### src/rtl/pa_pkg.sv
package pa_pkg;

    localparam int DATA_W = 32;
    localparam int MSB    = DATA_W - 1;

    typedef logic [DATA_W-1:0] word_t;

    typedef enum logic {
        ADD_NORMAL = 1'b0,
        ADD_PACKED = 1'b1
    } add_mode_e;

    typedef struct packed {
        add_mode_e mode;
        word_t     a;
        word_t     b;
    } add_op_t;

    // Carry into a bit is cut only for packed mode at a marked boundary.
    function automatic logic carry_cut(input add_mode_e mode, input logic bnd);
        return (mode == ADD_PACKED) && bnd;
    endfunction

endpackage

### src/rtl/pa_bound_reg.sv
module pa_bound_reg
    import pa_pkg::*;
(
    input  logic  clk,
    input  logic  rst,
    input  logic  wr_en,
    input  word_t wr_data,
    output word_t bound_q
);

    always_ff @(posedge clk) begin
        if (rst) begin
            bound_q <= '0;
        end else if (wr_en) begin
            bound_q <= wr_data;
        end
    end

endmodule

### src/rtl/pa_seg_adder.sv
module pa_seg_adder
    import pa_pkg::*;
(
    input  add_op_t op,
    input  word_t   bound,
    output word_t   sum
);

    logic [MSB:1] carry;
    logic         unused_bound0;

    assign unused_bound0 = bound[0];

    for (genvar i = 0; i < DATA_W; i++) begin : g_bit
        logic cin;
        logic half;

        if (i == 0) begin : g_lsb
            assign cin = 1'b0;
        end else begin : g_mid
            assign cin = carry[i] & ~carry_cut(op.mode, bound[i]);
        end

        assign half   = op.a[i] ^ op.b[i];
        assign sum[i] = half ^ cin;

        if (i < MSB) begin : g_cout
            assign carry[i+1] = (op.a[i] & op.b[i]) | (cin & half);
        end
    end

endmodule

### src/rtl/pa_result_reg.sv
module pa_result_reg
    import pa_pkg::*;
(
    input  logic  clk,
    input  logic  rst,
    input  logic  load,
    input  word_t d,
    output word_t q
);

    always_ff @(posedge clk) begin
        if (rst) begin
            q <= '0;
        end else if (load) begin
            q <= d;
        end
    end

endmodule

### src/rtl/pa_packed_adder.sv
module pa_packed_adder
    import pa_pkg::*;
(
    input  logic        clk,
    input  logic        rst,
    input  logic        mask_wr_en,
    input  logic [31:0] mask_wr_data,
    input  logic        op_valid,
    input  logic        op_packed,
    input  logic [31:0] opnd_a,
    input  logic [31:0] opnd_b,
    output logic [31:0] sum_q
);

    word_t   mask_q;
    word_t   sum_d;
    add_op_t cur_op;

    always_comb begin
        cur_op.mode = op_packed ? ADD_PACKED : ADD_NORMAL;
        cur_op.a    = opnd_a;
        cur_op.b    = opnd_b;
    end

    pa_bound_reg u_bound (
        .clk     (clk),
        .rst     (rst),
        .wr_en   (mask_wr_en),
        .wr_data (mask_wr_data),
        .bound_q (mask_q)
    );

    pa_seg_adder u_add (
        .op    (cur_op),
        .bound (mask_q),
        .sum   (sum_d)
    );

    pa_result_reg u_res (
        .clk  (clk),
        .rst  (rst),
        .load (op_valid),
        .d    (sum_d),
        .q    (sum_q)
    );

endmodule

### config.mk
export PLATFORM = sky130hd
export DESIGN_NAME = pa_packed_adder
export DESIGN_NICKNAME = d
export VERILOG_FILES = /design/src/rtl/pa_pkg.sv /design/src/rtl/pa_bound_reg.sv /design/src/rtl/pa_seg_adder.sv /design/src/rtl/pa_result_reg.sv /design/src/rtl/pa_packed_adder.sv
export SDC_FILE = /design/constraint.sdc
export NUM_CORES = 1
export LEC_CHECK = 0
export ABC_AREA = 1
export BUFFER_PORTS_ARGS = -buffer_cell sky130_fd_sc_hd__buf_2
export CORE_ASPECT_RATIO = 2
export CORE_MARGIN = 10
export CORE_UTILIZATION = 54
export DETAILED_ROUTE_END_ITERATION = 8
export PLACE_DENSITY = 0.85
export SKIP_LAST_GASP = 1
export SLEW_MARGIN = 5
export SYNTH_ARGS = -nofsm -noshare
export SYNTH_HDL_FRONTEND = slang
export SYNTH_HIERARCHICAL = 1
export SYNTH_SLANG_ARGS = --single-unit
### constraint.sdc
create_clock -name clk -period 27.2 [get_ports clk]
set_clock_uncertainty 0.05 [all_clocks]
set_input_delay 5.44 -clock clk [delete_from_list [all_inputs] [get_ports clk]]
set_output_delay 5.44 -clock clk [all_outputs]
set_load 0.02 [all_outputs]
# Word level (Yosys, flattened, before mapping)
# Cells that the tools add are included.
# totals
inputBits	101
output_inout_bits	32
register_bits	64
# classes
n_reduce_logical	31
n_bitwise	216
mux	1
# op_table
cell	n
AND 1 bit	92
bitwise XOR 1 bit	63
logical AND 1 bit	31
inverter 1 bit	31
OR 1 bit	30
2-to-1 mux 1 bit	1

# Depth between registers and ports, before layout
# Gate-level depths: netlist of run 1.
# logic_depth
word_depth	95
mapped_depth	69
mapped_depth_nobuf	69

# By module
# The synthesis of run 1 kept the hierarchy.
# by_module_without_submodules
module	area_each_um2	cells_each	instances
pa_bound_reg	1338.8	203	1
pa_result_reg	1338.8	203	1
pa_seg_adder	968.4	91	1

# Worst setup path before layout of run 1
# OpenSTA, ideal clock, no wires.
# synth_path
path_kind	input -> register
from	input opnd_b[0]
to	register u_res.q[30]
path_slack_ns	7.314
setup_time_ns	0.064
t_arrival_ns	19.773
required_ns	27.086
cell_stages	66
path_buffers	0
path_cell_list	ha_1 a21boi_0 fa_1 a21boi_0 fa_1 a21boi_0 fa_1 a21boi_0 fa_1 a21boi_0 fa_1 a21boi_0 fa_1 a21boi_0 fa_1 a21boi_0 fa_1 nand2_1 (+30 left out) fa_1 a21boi_0 fa_1 a21boi_0 fa_1 a21boi_0 fa_1 a21boi_0 fa_1 nand2_1 fa_1 a21o_1 fa_1 inv_1 inv_1 nand2_1 nand2_1 nor2_1
# synth_between
elab_chain_cells	90
# synth_rtl
item	line	text
start: declaration	pa_packed_adder.sv:11	input logic [31:0] opnd_b,
AND 1 bit	pa_seg_adder.sv:28	assign carry[i+1] = (op.a[i] & op.b[i]) | (cin & half);
AND 1 bit	pa_seg_adder.sv:21	assign cin = carry[i] & ~carry_cut(op.mode, bound[i]);
AND 1 bit	pa_seg_adder.sv:28	
OR 1 bit	pa_seg_adder.sv:28	
AND 1 bit	pa_seg_adder.sv:21	
AND 1 bit	pa_seg_adder.sv:28	
OR 1 bit	pa_seg_adder.sv:28	
AND 1 bit	pa_seg_adder.sv:21	
(+75 left out)	n/a	
AND 1 bit	pa_seg_adder.sv:28	
OR 1 bit	pa_seg_adder.sv:28	
AND 1 bit	pa_seg_adder.sv:21	
AND 1 bit	pa_seg_adder.sv:28	
OR 1 bit	pa_seg_adder.sv:28	
AND 1 bit	pa_seg_adder.sv:21	
bitwise XOR 1 bit	pa_seg_adder.sv:25	assign sum[i] = half ^ cin;
net sum_d[30]	pa_packed_adder.sv:16	word_t sum_d;
end signal: assignment	pa_result_reg.sv:13	q <= '0;
end signal: assignment	pa_result_reg.sv:15	q <= d;
end: declaration	pa_result_reg.sv:8	output word_t q
# The timed path passes the listed nets, and every way through them passes these cells.
# A chain may end at the register's enable or synchronous reset.

# Final worst setup path of run 1
# layout_path
from	input op_packed
to	register u_res.q[30]
# layout_between
elab_chain_cells	92
# layout_rtl
item	line	text
start: declaration	pa_packed_adder.sv:9	input logic op_packed,
2-to-1 mux 1 bit (*)	pa_packed_adder.sv:20	cur_op.mode = op_packed ? ADD_PACKED : ADD_NORMAL;
logical AND 1 bit	pa_pkg.sv:21	return (mode == ADD_PACKED) && bnd;
inverter 1 bit	pa_seg_adder.sv:21	
AND 1 bit	pa_seg_adder.sv:21	
AND 1 bit	pa_seg_adder.sv:28	
OR 1 bit	pa_seg_adder.sv:28	
AND 1 bit	pa_seg_adder.sv:21	
AND 1 bit	pa_seg_adder.sv:28	
(+77 left out)	n/a	
AND 1 bit	pa_seg_adder.sv:28	
OR 1 bit	pa_seg_adder.sv:28	
AND 1 bit	pa_seg_adder.sv:21	
AND 1 bit	pa_seg_adder.sv:28	
OR 1 bit	pa_seg_adder.sv:28	
AND 1 bit (*)	pa_seg_adder.sv:21	
bitwise XOR 1 bit (*)	pa_seg_adder.sv:25	
net sum_d[30]	pa_packed_adder.sv:16	
# Mark *: on every way through the listed nets, which the timed path passes. The rest lies on a longest branch.

==> metrics.txt, run 1 <==
# TYPE chip_impl_metric gauge
chip_impl_metric{name="detailedRoute.firstIterationViolations",unit=""} 215
chip_impl_metric{name="fmax",unit="GHz"} 0.0473
chip_impl_metric{name="utilization_after_layout",unit=""} 0.671
chip_impl_info{name="timing.critical_path.from_type",value="input pin"} 1
chip_impl_info{name="critPathCaptureType",value="flop"} 1
chip_impl_metric{name="max_stage_delay",unit="ps"} 410
chip_impl_metric{name="antenna-diode-count",unit=""} 0
chip_impl_metric{name="grt_util_all_layers",unit=""} 0.178
chip_impl_metric{name="standby_leakage_power",unit="nW"} 2.55
chip_impl_metric{name="yosys_warnings",unit=""} 6
chip_impl_metric{name="clk_slew_on_worst_s_h_paths",unit="ps"} 50
chip_impl_metric{name="drt-pass1-iter-count",unit=""} 7
chip_impl_metric{name="fin_crit_sh",unit=""} 0.777
chip_impl_metric{name="min_path_cells",unit=""} 2
chip_impl_metric{name="ctsResizeCount",unit=""} 0
chip_impl_metric{name="number_of_cells_traversed_by_the_worst_register_to_register_path",unit=""} 65
chip_impl_info{name="grt_setup_unrepaired",value="false"} 1
chip_impl_metric{name="slew_violations",unit=""} 0
chip_impl_metric{name="setup_viol_count_final",unit=""} 0
chip_impl_metric{name="remaining_drc_errors",unit=""} 0
chip_impl_metric{name="worst_skew_pair.late_latency",unit="ps"} 330
chip_impl_metric{name="cp.arrival",unit="ps"} 21330
chip_impl_metric{name="design.core.area",unit="um2"} 6570
chip_impl_metric{name="postCtsHoldBufs",unit=""} 0
chip_impl_metric{name="routed_vias",unit=""} 3148
chip_impl_info{name="hp-class",value="reg2reg"} 1
chip_impl_info{name="critical_path_class",value="in2reg"} 1
chip_impl_metric{name="io_pins",unit=""} 133
chip_impl_metric{name="mappedNetlistNets",unit=""} 623
chip_impl_metric{name="cell_area_after_synthesis",unit="um2"} 3610
chip_impl_metric{name="synthCells",unit=""} 491
chip_impl_metric{name="combinationalPowerShare",unit=""} 0.219
chip_impl_info{name="critical-path-top-delay-family",value="adder cells"} 1
chip_impl_metric{name="critical_path_peak_fanout",unit=""} 32
chip_impl_metric{name="dieHeight",unit="um"} 136
chip_impl_metric{name="drive_above_1_share",unit=""} 0.237
chip_impl_metric{name="global_route_wire_length_before_repair",unit="mm"} 14.9
chip_impl_metric{name="gpl_wtd_cong",unit=""} 0.807
chip_impl_metric{name="critical_path_required",unit="ps"} 27410
chip_impl_metric{name="routedWlPerCell",unit="um"} 13.0
chip_impl_metric{name="worst_slew_margin_rel",unit=""} 0.305
chip_impl_metric{name="cp.depth",unit=""} 67
chip_impl_metric{name="grt_pass1_vias",unit=""} 3134
chip_impl_metric{name="power_report.internal_total",unit="mW"} 0.185
chip_impl_metric{name="htree_levels",unit=""} 3
chip_impl_metric{name="drt_wl_total",unit="mm"} 9.11
chip_impl_info{name="status",value="finished, final reports clean"} 1
chip_impl_metric{name="timing.critical_path.buf_inv",unit=""} 4
chip_impl_metric{name="grt_max_degree",unit=""} 65
chip_impl_metric{name="placed_wire_length_estimate",unit="mm"} 7.18
chip_impl_metric{name="cell_area_after_layout",unit="um2"} 4410
chip_impl_metric{name="place.port_buffers",unit=""} 131
chip_impl_metric{name="number_of_antenna_violations_at_the_first_check_in_global_routing",unit=""} 0
chip_impl_metric{name="gr-total-overflow",unit=""} 0
chip_impl_metric{name="start_util",unit=""} 0.549
chip_impl_metric{name="flow.area_growth_from_synthesis",unit="%"} 22.2
chip_impl_metric{name="tritoncts_num_sinks",unit=""} 63
chip_impl_metric{name="row_count",unit=""} 42
chip_impl_metric{name="design.die.area",unit="um2"} 10500
chip_impl_info{name="clk_root_buffer_cell",value="sky130_fd_sc_hd__clkbuf_16"} 1
chip_impl_metric{name="clock_power_share",unit=""} 0.380
chip_impl_metric{name="detailed_place.area",unit="um2"} 4150
chip_impl_metric{name="fill_cell_total_of_the_finished_layout",unit=""} 602
chip_impl_metric{name="totalNegativeSetupSlack",unit="ps"} 0
chip_impl_metric{name="cts_inserted_buffers",unit=""} 9
chip_impl_metric{name="synth_area_per_cell",unit="um2"} 7.35
chip_impl_metric{name="cts_setup_buffers",unit=""} 0
chip_impl_metric{name="finalHoldViolations",unit=""} 0
chip_impl_metric{name="period_minus_slack",unit="ps"} 21120
chip_impl_metric{name="cap_violations",unit=""} 0
chip_impl_metric{name="cts_max_path_buffers",unit=""} 2
chip_impl_metric{name="power.sequential.fraction",unit=""} 0.400
chip_impl_metric{name="net-switching-power",unit="mW"} 0.0762
chip_impl_info{name="critical_path.most_common_cell",value="sky130_fd_sc_hd__fa_1"} 1
chip_impl_metric{name="worst-slew-pin-transition",unit="ps"} 1040
chip_impl_metric{name="cellPowerDensity",unit="nW/um2"} 59.1
chip_impl_metric{name="fin_nets",unit=""} 742
chip_impl_metric{name="floorplan.die.width",unit="um"} 77.8
chip_impl_info{name="library_cell_contributing_the_largest_single_delay_on_the_critical_path",value="sky130_fd_sc_hd__fa_1"} 1
chip_impl_metric{name="switching_portion_of_total_power",unit=""} 0.292
chip_impl_metric{name="ant_nets",unit=""} 0
chip_impl_metric{name="average_via_count_per_standard_cell",unit=""} 4.48
chip_impl_info{name="tritoncts_clock_tree",value="built"} 1
chip_impl_metric{name="power.ir.vdd_worst",unit="mV"} 0.0378
==> through the flow <==
step / std cells / hold slack, ps / worst slack (ps) / power (mW)
floorplan: 491 / 394 / 7310 / 0.145
global placement: 687 / 403 / 6090 / 0.161
detailed placement: 687 / 409 / 5770 / 0.164
CTS: 703 / 416 / 6060 / 0.264
global route: 703 / 433 / 5120 / 0.278
finish: 703 / 415 / 6080 / 0.261
==> path summary, 6_finish.rpt <==
| path | start | end | slack (ps) |
|---|---|---|---|
| worst min-delay path | u_res/q[9] | u_res/q[9] | 410 |
| worst min register to register | u_res/q[9] | u_res/q[9] | 410 |
| worst max-delay path | op_packed | u_res/q[30] | 6080 |
| worst max register to register | u_bound/bound_q[1] | u_res/q[30] | 11310 |
==> layer usage <==
layer,share of wire,global-route usage,routed length [um],vias to the layer above
met5,0,0,0,-
met4,0.033,0.0980,305,0
met3,0.061,0.0525,556,22
met2,0.53,0.307,4800,104
met1,0.38,0.187,3460,1371
li1,-,-,-,1651
==> power groups by stage <==
stage	Combinational [mW]	Sequential [mW]	Clock [mW]
after floorplan	0.0335	0.111	0
after global placement	0.0550	0.106	0
after detailed placement	0.0574	0.106	0
after CTS	0.0577	0.104	0.101
after global routing	0.0668	0.105	0.106
final	0.0572	0.104	0.0991
==> sequential cells by signal, indices dropped and copies added, names as in the netlist <==
name,flops
u_res/q,32
u_bound/bound_q,31
==> cells in the final DEF (no fill, tap or decap) <==
cell type                   count
sky130_fd_sc_hd__nand2_1      141
sky130_fd_sc_hd__buf_2        131
sky130_fd_sc_hd__nor2_1       126
sky130_fd_sc_hd__inv_1         77
sky130_fd_sc_hd__dfxtp_1       63
sky130_fd_sc_hd__fa_1          30
sky130_fd_sc_hd__a21boi_0      23
sky130_fd_sc_hd__clkbuf_16      9
sky130_fd_sc_hd__clkinv_2       5
sky130_fd_sc_hd__a21boi_1       3
sky130_fd_sc_hd__clkbuf_1       2
sky130_fd_sc_hd__a21oi_1        2
sky130_fd_sc_hd__a21o_1         1
sky130_fd_sc_hd__ha_1           1
sky130_fd_sc_hd__buf_4          1
==> worst reg2reg max path, delay by kind of cell, from the launching register on <==
family / cells / cell delay, ps
AOI/OAI and AO/OA: 28 / 3950
adders and majority gates: 30 / 11000
buffers and inverters: 2 / 90
DFF: 1 / 320
and+or+nand+nor: 5 / 420
==> final cells by class <==
cell class	instances	area, um2	area share
timing repair buffer	132	663	0.150
sequential	63	1260	0.286
clock inverter	5	25.0	0.00568
multi-input combinational	327	1830	0.415
clock buffer	11	233	0.0528
tap	88	110	0.0250
inverter	77	289	0.0656
Note: power is estimated with default switching activity, not from simulation.
==> inputs of run 2 (changes only) <==
- CORE_UTILIZATION: 54 -> 45
- PLACE_DENSITY: 0.85 -> 0.76
- clock period: 27.2 -> 19 ns (I/O delays scaled with it)
==> run 2 against run 1 <==
Against the previous run: via count up 1.5%; critical path type unchanged; wire length is 8.0% higher; core utilization fell by 9.5 points; first-iteration DRC count fell by 20%; global-route usage is 1.6 points lower.
==> metrics.txt, run 2 (synthesis gave the netlist of run 1 again) <==
# TYPE chip_impl_metric gauge
chip_impl_metric{name="place.port_buffers",unit=""} 131
chip_impl_metric{name="design.core.area",unit="um2"} 7890
chip_impl_metric{name="global_route_wire_length_before_repair",unit="mm"} 15.9
chip_impl_metric{name="number_of_antenna_violations_at_the_first_check_in_global_routing",unit=""} 6
chip_impl_metric{name="slew_violations",unit=""} 0
chip_impl_metric{name="power.sequential.fraction",unit=""} 0.386
chip_impl_info{name="layout.cells.most_common_list",value="sky130_fd_sc_hd__nand2_1 (139), sky130_fd_sc_hd__buf_2 (131), sky130_fd_sc_hd__nor2_1 (126)"} 1
chip_impl_metric{name="worst_skew_pair.late_latency",unit="ps"} 330
chip_impl_metric{name="io_pins",unit=""} 133
chip_impl_info{name="critPathCaptureType",value="flop"} 1
chip_impl_metric{name="start_util",unit=""} 0.457
chip_impl_metric{name="remaining_drc_errors",unit=""} 0
chip_impl_metric{name="fin_nets",unit=""} 743
chip_impl_info{name="status",value="finished, final reports clean"} 1
chip_impl_metric{name="standby_leakage_power",unit="nW"} 2.54
chip_impl_metric{name="drt-pass1-iter-count",unit=""} 4
chip_impl_metric{name="placement.setup.worst_slack",unit="ps"} -692
chip_impl_metric{name="fill_cell_total_of_the_finished_layout",unit=""} 774
chip_impl_metric{name="power.ir.vdd_worst",unit="mV"} 0.0468
chip_impl_metric{name="fin_hold_ws",unit="ps"} 413
chip_impl_info{name="clk_root_buffer_cell",value="sky130_fd_sc_hd__clkbuf_16"} 1
chip_impl_metric{name="placed_wire_length_estimate",unit="mm"} 7.60
chip_impl_metric{name="detailedRoute.firstIterationViolations",unit=""} 172
chip_impl_info{name="worstReg2RegStart",value="u_bound/bound_q[1]"} 1
chip_impl_metric{name="grt_max_degree",unit=""} 65
chip_impl_info{name="hp-class",value="reg2reg"} 1
chip_impl_metric{name="period_minus_slack",unit="ps"} 18620
chip_impl_metric{name="max_stage_delay",unit="ps"} 420
chip_impl_metric{name="routed_vias",unit=""} 3196
chip_impl_metric{name="average_via_count_per_standard_cell",unit=""} 4.45
chip_impl_metric{name="dieHeight",unit="um"} 147
chip_impl_metric{name="totalNegativeSetupSlack",unit="ps"} 0
chip_impl_metric{name="largest_register_ffs",unit=""} 32
chip_impl_metric{name="flow.area_growth_from_synthesis",unit="%"} 25.9
chip_impl_info{name="startpoint",value="opnd_b[0]"} 1
chip_impl_metric{name="critical_path_peak_fanout",unit=""} 1
chip_impl_metric{name="cts_setup_buffers",unit=""} 0
chip_impl_metric{name="grt_util_all_layers",unit=""} 0.162
chip_impl_metric{name="final.setup.worst_slack",unit="ps"} 384
chip_impl_metric{name="critical_path_required",unit="ps"} 19210
chip_impl_info{name="hold-path-endpoint",value="u_res/q[31]"} 1
chip_impl_metric{name="utilization_after_layout",unit=""} 0.576
chip_impl_metric{name="design.die.area",unit="um2"} 12200
chip_impl_metric{name="grt_pass1_vias",unit=""} 3375
chip_impl_info{name="timing.rr.end",value="u_res/q[30]"} 1
chip_impl_metric{name="tritoncts_num_sinks",unit=""} 63
chip_impl_metric{name="row_count",unit=""} 46
chip_impl_metric{name="htree_levels",unit=""} 3
chip_impl_metric{name="clk_slew_on_worst_s_h_paths",unit="ps"} 50
chip_impl_info{name="critical_path.most_common_cell",value="sky130_fd_sc_hd__fa_2"} 1
chip_impl_metric{name="fmax",unit="GHz"} 0.0537
chip_impl_metric{name="cellPowerDensity",unit="nW/um2"} 85.2
chip_impl_metric{name="worst-slew-pin-transition",unit="ps"} 1070
chip_impl_metric{name="power_report.internal_total",unit="mW"} 0.275
chip_impl_metric{name="number_of_cells_traversed_by_the_worst_register_to_register_path",unit=""} 65
chip_impl_metric{name="cap_violations",unit=""} 0
chip_impl_info{name="hold_path_startpoint",value="u_res/q[31]"} 1
chip_impl_metric{name="clock_power_share",unit=""} 0.389
chip_impl_info{name="layout_top_registers",value="u_res/q (32), u_bound/bound_q (31)"} 1
chip_impl_metric{name="drive_above_1_share",unit=""} 0.289
chip_impl_metric{name="cts_inserted_buffers",unit=""} 9
chip_impl_metric{name="cp.arrival",unit="ps"} 18830
chip_impl_metric{name="gpl_wtd_cong",unit=""} 0.812
chip_impl_metric{name="combinationalPowerShare",unit=""} 0.224
chip_impl_metric{name="setup_viol_count_final",unit=""} 0
chip_impl_metric{name="drt_wl_total",unit="mm"} 9.85
chip_impl_metric{name="postCtsHoldBufs",unit=""} 0
chip_impl_info{name="library_cell_contributing_the_largest_single_delay_on_the_critical_path",value="sky130_fd_sc_hd__fa_2"} 1
chip_impl_info{name="timing.critical_path.from_type",value="input pin"} 1
chip_impl_metric{name="fin_crit_sh",unit=""} 0.980
chip_impl_metric{name="floorplan.die.width",unit="um"} 83.3
chip_impl_metric{name="cts_max_path_buffers",unit=""} 2
chip_impl_info{name="critical_path_class",value="in2reg"} 1
chip_impl_info{name="grt_setup_unrepaired",value="true"} 1
chip_impl_metric{name="net-switching-power",unit="mW"} 0.112
chip_impl_metric{name="ant_nets",unit=""} 0
chip_impl_info{name="tritoncts_clock_tree",value="built"} 1
chip_impl_metric{name="finalHoldViolations",unit=""} 0
chip_impl_metric{name="gr-total-overflow",unit=""} 0
chip_impl_metric{name="worst_slew_margin_rel",unit=""} 0.284
chip_impl_metric{name="rrSetupSlack",unit="ps"} 3850
chip_impl_metric{name="min_path_cells",unit=""} 2
chip_impl_info{name="layout.cells.most_common",value="sky130_fd_sc_hd__nand2_1"} 1
chip_impl_metric{name="switching_portion_of_total_power",unit=""} 0.291
chip_impl_info{name="registers.top_by_ff_count",value="u_res/q"} 1
chip_impl_metric{name="routedWlPerCell",unit="um"} 13.7
==> run 2: cell type report <==
| class | instances | area, um2 | share of cell area |
|---|---|---|---|
| repair buffers | 133 | 671 | 0.148 |
| inverters | 77 | 289 | 0.0637 |
| clock inverters | 3 | 17.5 | 0.00386 |
| well taps | 96 | 120 | 0.0265 |
| multi-input cells | 327 | 1910 | 0.420 |
| clock buffers | 13 | 260 | 0.0573 |
| diodes | 6 | 15.0 | 0.00331 |
| flip-flops and latches | 63 | 1260 | 0.278 |
==> run 2: power groups by stage <==
stage	sequential, mW	clock (mW)	combinational [mW]
final	0.150	0.151	0.0868
after floorplan	0.160	0	0.0480
after CTS	0.149	0.155	0.0860
after detailed placement	0.152	0	0.0833
after global routing	0.151	0.160	0.100
after global placement	0.151	0	0.0800
==> run 2: what timing repair did <==
action                     4_1_cts  5_1_grt
gates resized for setup         29       24
pin swaps                        9       19
setup endpoints to repair        3        3
==> run 2: worst max-delay path by stage <==
stage | slack (ps) | end | cells past startpoint
2_1_floorplan | 750 | u_res/q[30] | 66
3_3_place_gp | -370 | u_res/q[30] | 67
3_5_place_dp | -690 | u_res/q[30] | 67
4_1_cts | 20 | u_res/q[30] | 67
5_1_grt | -270 | u_res/q[31] | 70
6_report | 380 | u_res/q[30] | 67
==> run 2: critical path, delay by kind of cell <==
kind / cells / cell delay (ps)
AO/OA/AOI/OAI: 28 / 4040
AND/OR/NAND/NOR: 5 / 390
adder cells (fa/ha/maj): 31 / 10410
buffers and inverters: 3 / 190
==> run 2: stage by stage <==
stage,instances,instance area (um2),power (mW)
final,718,4540,0.387
after global placement,696,4170,0.231
after floorplan,491,3610,0.208
after CTS,712,4490,0.391
after detailed placement,696,4170,0.235
after global routing,718,4540,0.411
==> run 2: routing by layer <==
layer / global-route usage / routed length, um / up-vias / share of wire
met3: 0.0479 / 529 / 39 / 0.054
met1: 0.161 / 3640 / 1403 / 0.37
met5: 0 / 0 / - / 0
li1: - / - / 1656 / -
met4: 0.135 / 627 / 0 / 0.064
met2: 0.268 / 5050 / 98 / 0.51
